[src/rtl/nbr_pkg.sv]
// Shared offsets, mode bit positions and engine state type for the NAND bridge.
package nbr_pkg;
    localparam logic [2:0] ADR_DATA = 3'd0;
    localparam logic [2:0] ADR_MODE = 3'd4;
    localparam logic [2:0] ADR_STAT = 3'd5;
    localparam logic [2:0] ADR_ISR  = 3'd6;
    localparam logic [2:0] ADR_IMR  = 3'd7;

    localparam int MB_CLE = 0;
    localparam int MB_ALE = 1;
    localparam int MB_PWR = 2;
    localparam int MB_CE  = 4;
    localparam int MB_WP  = 7;

    typedef enum logic [1:0] {ENG_IDLE, ENG_LOW, ENG_HIGH} eng_state_t;
endpackage

[src/rtl/nbr_rb_sync.sv]
// Synchronizes the asynchronous ready/busy pin and flags its rising edge.
// Assumes the pin idles high (ready); the chain resets to ready so that
// leaving reset cannot produce a false edge.
module nbr_rb_sync #(
    parameter int STAGES = 2
) (
    input  logic clk,
    input  logic rst_n,
    input  logic pin_i,
    output logic ready_o,
    output logic rise_o
);
    logic [STAGES-1:0] chain_q;
    logic              prev_q;

    // Shift the pin through the synchronizer chain.
    always_ff @(posedge clk) begin
        if (!rst_n) chain_q <= '1;
        else        chain_q <= {chain_q[STAGES-2:0], pin_i};
    end

    // Remember the last synchronized level for edge detection.
    always_ff @(posedge clk) begin
        if (!rst_n) prev_q <= 1'b1;
        else        prev_q <= chain_q[STAGES-1];
    end

    assign ready_o = chain_q[STAGES-1];
    assign rise_o  = chain_q[STAGES-1] & ~prev_q;
endmodule

[src/rtl/nbr_irq.sv]
// Ready-interrupt flag and mask registers. Flag 0 is set on a ready edge
// and cleared by write-one; setting beats clearing in the same cycle.
// Flags 3:1 are present for write-one-to-clear but never set.
module nbr_irq (
    input  logic       clk,
    input  logic       rst_n,
    input  logic       rise_i,
    input  logic       clr_wr_i,
    input  logic [3:0] clr_bits_i,
    input  logic       msk_wr_i,
    input  logic [7:0] msk_i,
    output logic [3:0] flags_o,
    output logic [7:0] mask_o,
    output logic       irq_o
);
    logic [3:0] flg_q;
    logic [7:0] msk_q;

    // Flag update: clear selected bits, then apply a new ready edge.
    always_ff @(posedge clk) begin
        if (!rst_n) flg_q <= '0;
        else begin
            if (clr_wr_i) flg_q <= flg_q & ~clr_bits_i;
            if (rise_i)   flg_q[0] <= 1'b1;
        end
    end

    // Mask register written by the host.
    always_ff @(posedge clk) begin
        if (!rst_n)        msk_q <= '0;
        else if (msk_wr_i) msk_q <= msk_i;
    end

    assign flags_o = flg_q;
    assign mask_o  = msk_q;
    assign irq_o   = flg_q[0] & msk_q[0];


    flag_src_chk: assert property (@(posedge clk) disable iff (!rst_n)
        $rose(flg_q[0]) |-> $past(rise_i));

    flag_clr_chk: assert property (@(posedge clk) disable iff (!rst_n)
        (clr_wr_i && clr_bits_i[0] && !rise_i) |=> !flg_q[0]);
endmodule

[src/rtl/nbr_cycle_eng.sv]
// Runs one or two NAND byte cycles for a data-port access. Each byte holds
// the strobe low PULSE clocks, then high PULSE clocks. Write bytes go out
// low byte first; read bytes fill the low byte first.
// Assumes start_i is only pulsed while busy_o is low.
module nbr_cycle_eng
    import nbr_pkg::*;
#(
    parameter int PULSE = 2
) (
    input  logic        clk,
    input  logic        rst_n,
    input  logic        start_i,
    input  logic        wr_i,
    input  logic        two_i,
    input  logic [15:0] wdata_i,
    input  logic [7:0]  dq_i,
    output logic        busy_o,
    output logic        we_n_o,
    output logic        re_n_o,
    output logic [7:0]  dq_o,
    output logic        dq_oe_o,
    output logic [15:0] rdata_o
);
    localparam int CW = (PULSE > 1) ? $clog2(PULSE) : 1;
    localparam logic [CW-1:0] CNT_END = CW'(PULSE - 1);

    eng_state_t    st_q;
    logic [CW-1:0] cnt_q;
    logic          idx_q, last_q, wr_q;
    logic [15:0]   wbuf_q, rbuf_q;

    // Phase sequencer: low phase, high phase, next byte or done.
    always_ff @(posedge clk) begin
        if (!rst_n) begin
            st_q <= ENG_IDLE; cnt_q <= '0; idx_q <= 1'b0; last_q <= 1'b0;
            wr_q <= 1'b0; wbuf_q <= '0; rbuf_q <= '0;
        end else begin
            case (st_q)
                ENG_IDLE: if (start_i) begin
                    st_q <= ENG_LOW; cnt_q <= '0; idx_q <= 1'b0;
                    last_q <= two_i; wr_q <= wr_i; wbuf_q <= wdata_i;
                    if (!wr_i) rbuf_q <= '0;
                end
                ENG_LOW: if (cnt_q == CNT_END) begin
                    st_q <= ENG_HIGH; cnt_q <= '0;
                    if (!wr_q) begin
                        if (idx_q) rbuf_q[15:8] <= dq_i;
                        else       rbuf_q[7:0]  <= dq_i;
                    end
                end else cnt_q <= cnt_q + 1'b1;
                ENG_HIGH: if (cnt_q == CNT_END) begin
                    cnt_q <= '0;
                    if (idx_q == last_q) st_q <= ENG_IDLE;
                    else begin st_q <= ENG_LOW; idx_q <= 1'b1; end
                end else cnt_q <= cnt_q + 1'b1;
                default: st_q <= ENG_IDLE;
            endcase
        end
    end

    assign busy_o  = (st_q != ENG_IDLE);
    assign we_n_o  = !((st_q == ENG_LOW) && wr_q);
    assign re_n_o  = !((st_q == ENG_LOW) && !wr_q);
    assign dq_o    = idx_q ? wbuf_q[15:8] : wbuf_q[7:0];
    assign dq_oe_o = wr_q && busy_o;
    assign rdata_o = rbuf_q;


    wr_data_stable_chk: assert property (@(posedge clk) disable iff (!rst_n)
        $rose(we_n_o) |-> $stable(dq_o));

    rd_hold_chk: assert property (@(posedge clk) disable iff (!rst_n)
        (!busy_o && $past(!busy_o)) |-> $stable(rdata_o));
endmodule

[src/rtl/nand_bridge.sv]
// Top of the NAND host bridge: register decode, mode register driving the
// flash control pins, read-back mux, ready/busy status and interrupt.
// Assumes the host pulses hb_req for one cycle and only while hb_wait is low.
module nand_bridge
    import nbr_pkg::*;
#(
    parameter int PULSE_CLKS  = 2,
    parameter int SYNC_STAGES = 2
) (
    input  logic        clk,
    input  logic        rst_n,
    input  logic        hb_req,
    input  logic        hb_wr,
    input  logic        hb_wide,
    input  logic [2:0]  hb_addr,
    input  logic [15:0] hb_wdata,
    output logic [15:0] hb_rdata,
    output logic        hb_wait,
    output logic        nf_ce_n,
    output logic        nf_cle,
    output logic        nf_ale,
    output logic        nf_we_n,
    output logic        nf_re_n,
    output logic        nf_wp_n,
    output logic [7:0]  nf_dq_o,
    output logic        nf_dq_oe,
    input  logic [7:0]  nf_dq_i,
    input  logic        nf_rb,
    output logic        pwr_en,
    output logic        led_on,
    output logic        irq
);
    logic        acc, busy, rb_ready, rb_rise;
    logic [7:0]  mode_q, reg_rd_q;
    logic        sel_data_q;
    logic [3:0]  flags;
    logic [7:0]  mask;
    logic [15:0] eng_rdata;

    assign acc = hb_req && !busy;

    nbr_rb_sync #(.STAGES(SYNC_STAGES)) sync_i (
        .clk(clk), .rst_n(rst_n), .pin_i(nf_rb),
        .ready_o(rb_ready), .rise_o(rb_rise));

    nbr_irq irq_i (
        .clk(clk), .rst_n(rst_n), .rise_i(rb_rise),
        .clr_wr_i(acc && hb_wr && hb_addr == ADR_ISR),
        .clr_bits_i(hb_wdata[3:0]),
        .msk_wr_i(acc && hb_wr && hb_addr == ADR_IMR),
        .msk_i(hb_wdata[7:0]),
        .flags_o(flags), .mask_o(mask), .irq_o(irq));

    nbr_cycle_eng #(.PULSE(PULSE_CLKS)) eng_i (
        .clk(clk), .rst_n(rst_n),
        .start_i(acc && hb_addr == ADR_DATA),
        .wr_i(hb_wr), .two_i(hb_wide), .wdata_i(hb_wdata),
        .dq_i(nf_dq_i), .busy_o(busy), .we_n_o(nf_we_n), .re_n_o(nf_re_n),
        .dq_o(nf_dq_o), .dq_oe_o(nf_dq_oe), .rdata_o(eng_rdata));

    // Mode register, written by the host.
    always_ff @(posedge clk) begin
        if (!rst_n) mode_q <= 8'h00;
        else if (acc && hb_wr && hb_addr == ADR_MODE) mode_q <= hb_wdata[7:0];
    end

    // Register read-back, captured at the accepting edge.
    always_ff @(posedge clk) begin
        if (!rst_n) begin
            reg_rd_q <= '0; sel_data_q <= 1'b0;
        end else if (acc && !hb_wr) begin
            sel_data_q <= (hb_addr == ADR_DATA);
            case (hb_addr)
                ADR_MODE: reg_rd_q <= mode_q;
                ADR_STAT: reg_rd_q <= {~rb_ready, 7'b0};
                ADR_ISR:  reg_rd_q <= {4'b0, flags};
                ADR_IMR:  reg_rd_q <= mask;
                default:  reg_rd_q <= '0;
            endcase
        end
    end

    assign hb_rdata = sel_data_q ? eng_rdata : {8'h00, reg_rd_q};
    assign hb_wait  = busy;
    assign nf_cle   = mode_q[MB_CLE];
    assign nf_ale   = mode_q[MB_ALE];
    assign nf_ce_n  = ~mode_q[MB_CE];
    assign nf_wp_n  = mode_q[MB_WP];
    assign pwr_en   = mode_q[MB_PWR];
    assign led_on   = mode_q[MB_PWR];


    wait_start_chk: assert property (@(posedge clk) disable iff (!rst_n)
        (hb_req && !hb_wait && hb_addr == ADR_DATA) |=> hb_wait);

    oe_no_read_chk: assert property (@(posedge clk) disable iff (!rst_n)
        nf_dq_oe |-> nf_re_n);
endmodule

[config.mk]
export PLATFORM = sky130hd
export DESIGN_NAME = nand_bridge
export DESIGN_NICKNAME = d
export VERILOG_FILES = /design/src/rtl/nbr_pkg.sv /design/src/rtl/nbr_rb_sync.sv /design/src/rtl/nbr_irq.sv /design/src/rtl/nbr_cycle_eng.sv /design/src/rtl/nand_bridge.sv
export SDC_FILE = /design/constraint.sdc
export NUM_CORES = 1
export LEC_CHECK = 0
export BUFFER_PORTS_ARGS = -buffer_cell sky130_fd_sc_hd__buf_4
export CORE_ASPECT_RATIO = 0.5
export CORE_MARGIN = 4
export CORE_UTILIZATION = 49
export DETAILED_ROUTE_END_ITERATION = 8
export PLACE_DENSITY = 0.79
export SKIP_LAST_GASP = 1
export SYNTH_ARGS = -nofsm -noshare
export SYNTH_HDL_FRONTEND = slang
export SYNTH_HIERARCHICAL = 1
export SYNTH_SLANG_ARGS = --single-unit
[constraint.sdc]
create_clock -name clk -period 2.23 [get_ports clk]
set_input_delay 0 -clock clk [delete_from_list [all_inputs] [get_ports clk]]
set_output_delay 0 -clock clk [all_outputs]
set_load 0.02 [all_outputs]
==> results.tsv <==
stage	metric	value	unit
outcome	outcome	finished, final reports clean	
global_route	grtUsageTotal	21.0	%
yosys	synth_edf_count	0	
worst_hold_path	hold_path.class	in -> reg	
pwr	power_density	795	mW/mm²
sta	slew_headroom	57.0	%
pwr	seq_power_share	38.0	%
sta	setup_viol	0	
sta	fmax	0.486	GHz
yosys	yosys.cell_types.count	44	
setup_path	cp.arrival	2.31	ns
place	place_congestion	0.782	
layout	regArea	0.00140	mm²
global_route	grt_start_max_net_pins	47	
floorplan	core.rowCount	20	
layout	syn2layout_area_growth	35.2	%
drt	finalWirelength	8130	µm
place	port_buffers	67	
layout	nFillCells	451	
setup_path	reg2reg_from	eng_i/st_q[0]	
setup_path	worstPathRequired	2.48	ns
yosys	synth_nets	398	
pwr	power.share.clock	44.6	%
clock_network	numCtsBuffers	9	
pwr	p_comb_share	17.4	%
pwr	ir_worst_vdd	0.389	mV
yosys	ys_seq_elements	70	
layout	drive_gt1_share	25.8	%
floorplan	initial_core_util	52.0	%
clock_network	ctsLongestPathBuffers	2	
clock_network	cts_sinks	70	
setup_path	worstSetupPathType	reg -> reg	
setup_path	path_buf_inv	3	
pwr	leakage	1.80	nW
floorplan	die_w	123	µm
clock_network	clk_pin_slew_worst_paths	0.06	ns
global_route	grt_pass1_vias	2762	
layout	final_cell_mix	77 x buf_4, 70 x dfxtp_1, 64 x nand2_1	
yosys	synthAdderAreaFrac	2.32	%
setup_path	slowest_delay	0.38	ns
drt	drcViolationCount	0	
yosys	synth_compound_area_share	12.3	%
drt	via_count	2834	
place	hpwl	5720	µm
drt	via_per_inst	5.27	
yosys	synth_top_family_by_area	simple AND/OR/NAND/NOR gates	
sta	finalCritPeriodShare	92.2	%
worst_hold_path	hold_start	nf_dq_i[7]	
setup_path	crit_chain	inv_2, ha_4, inv_1, nor4b_4, nor2b_2, a221o_1, and3b_1, buf_4, mux2i_1	
yosys	ys_seq_area_share	43.3	%
setup_path	cp-start-kind	flop	
yosys	synthMuxAreaShare	14.8	%
layout	layout_commonest_cell	buf_4	
yosys	async_flop_share	0	%
layout	multiInputGateArea	0.00169	mm²
yosys	synthSimpleGateAreaFrac	21.6	%
setup_path	critical_path.startpoint	eng_i/st_q[0]	
layout	fin_util	70.3	%
sta	tns	0	ns
clock_network	htreeDepth	3	
pwr	p_sw_share	25.8	%
global_route	antenna_found_initial	0	
yosys	ys.flop_type	dfxtp_1	
layout	fin_nets	484	
sta	period_needed	2.06	ns
global_route	overflow	0	
yosys	synth_cells	359	
drt	drtAntennaViolNets	0	
setup_path	cp_max_fo	8	
floorplan	die-area	0.00805	mm²
global_route	grt_pass1_wl	13300	µm
yosys	ys_warn_count	6	
drt	firstDrtPassIters	4	
sta	worstMarginPinSlew	0.643	ns
yosys	syn_avg_cell_area	9.02	µm²
pwr	p_switching	899	µW
sta	hold_viol	0	
clock_network	cts_setup_buffers	0	
clock_network	clock_latency	0.33	ns
sta	drv_slew	0	
yosys	synth_xor_area_share	0.270	%
run	drv_cap	0	
floorplan	ios	68	
yosys	syn-cell-area	0.00324	mm²
floorplan	die_h	65.5	µm
clock_network	clockRootBuffer	clkbuf_16	
sta	clock_skew	0.00859	ns
pwr	p_int	2.58	mW
floorplan	core-area	0.00623	mm²
setup_path	slowest_stage	dfxtp_1	
setup_path	crit_path_end_kind	flop	
clock_network	cts_tree	done	
sta	rsz0062_at_grt	false	
setup_path	cpLargestDelayFamily	simple AND/OR/NAND/NOR gates	
drt	post_drt_wl_per_cell	15.1	µm
layout	diodes	0	
drt	drt_iter0_drc	193	
[power groups by stage]
stage	registers (mW)	clock network (mW)	logic (mW)
after global routing	1.32	1.64	0.651
after detailed placement	1.35	0	0.539
final	1.32	1.55	0.604
after global placement	1.34	0	0.523
after floorplan	1.34	0	0.383
after CTS	1.32	1.57	0.578
[layer usage]
metal	vias to the layer above	track usage, %	wire length [µm]
li1	1407	-	-
met1	1323	26.6	3670
met2	93	35.1	3880
met3	11	5.42	480
met4	0	6.69	97
met5	-	0	0
[tightest hold or removal path, cell delays in order]
cell and delay (ns):
buf_4 0.11, nand3_1 0.10, mux2i_1 0.07
[Yosys cell counts (2+ instances only)]
cell       n  area (µm²)
dfxtp_1   70        1400
nand2_1   64         240
mux2i_1   30         300
a21oi_1   24         120
nand3_1   22         110
o21ai_0   18        90.1
mux2_2    16         180
a21boi_0  11        82.6
clkbuf_1  11        41.3
and2_1    10        62.6
nor2b_1    8        50.1
buf_2      7        35.0
inv_1      7        26.3
a32o_1     6        60.1
ha_1       6        75.1
nand2b_1   6        37.5
buf_6      5        56.3
nor2_1     5        18.8
and3_1     4        25.0
nor3b_1    3        22.5
a31oi_1    2        12.5
or2b_1     2        15.0
[logic make-up after synthesis]
kind of cell,count (synthesis)
and+or+nand+nor,138
buffers and inverters,33
DFF,70
xor gates and xnor gates,1
AOI/OAI and AO/OA,65
muxes,46
adders and majority gates,6
[path summary, 6_finish.rpt]
kind / end / slack, ns / depth (start not counted)
worst min-delay path: eng_i/rdata_o[15] / 0.008 / 3
worst max-delay path: eng_i/rdata_o[3] / 0.17 / 9
worst max register to register: eng_i/rdata_o[3] / 0.17 / 9
worst min register to register: sync_i/chain_q[1] / 0.41 / 1
[what timing repair did]
item,in CTS,in global routing
endpoints found under the setup margin,0,35
hold endpoints to repair,43,0
hold buffers,24,0
resized for setup,0,5
[metrics by stage]
| stage | hold slack [ns] | power (mW) | instance area [µm²] | instances | setup WS [ns] |
|---|---|---|---|---|---|
| 2_1_floorplan | 0.0730 | 1.72 | 3240 | 359 | 0.0971 |
| 5_1_grt | 0.0247 | 3.61 | 4380 | 538 | 0.0295 |
| 3_3_place_gp | 0.186 | 1.86 | 3780 | 498 | 0.218 |
| 3_5_place_dp | 0.187 | 1.89 | 3780 | 498 | 0.0436 |
| 4_1_cts | 0.00653 | 3.47 | 4360 | 538 | 0.0191 |
| 6_report | 0.00845 | 3.48 | 4380 | 538 | 0.174 |
[final cells by class]
class                           instances  area share, %
Timing Repair Buffer                  101           18.7
Clock buffer                           10           5.46
Inverter                                7          0.600
Clock inverter                          6           2.14
Multi-Input combinational cell        256           38.6
Sequential cell                        70           32.0
Tap cell                               88           2.52
[registers in the layout, indices dropped and copies added (netlist names)]
signal,flops
sel_data_q,1
irq_i/mask_o,8
eng_i/wbuf_q,16
eng_i/cnt_q,1
eng_i/rdata_o,16
eng_i/st_q,2
mode_q,8
eng_i/idx_q,1
reg_rd_q,8
sync_i/prev_q,1
eng_i/wr_q,1
irq_i/flags_o,4
sync_i/chain_q,2
eng_i/last_q,1
Note: power is estimated with default switching activity, not from simulation.
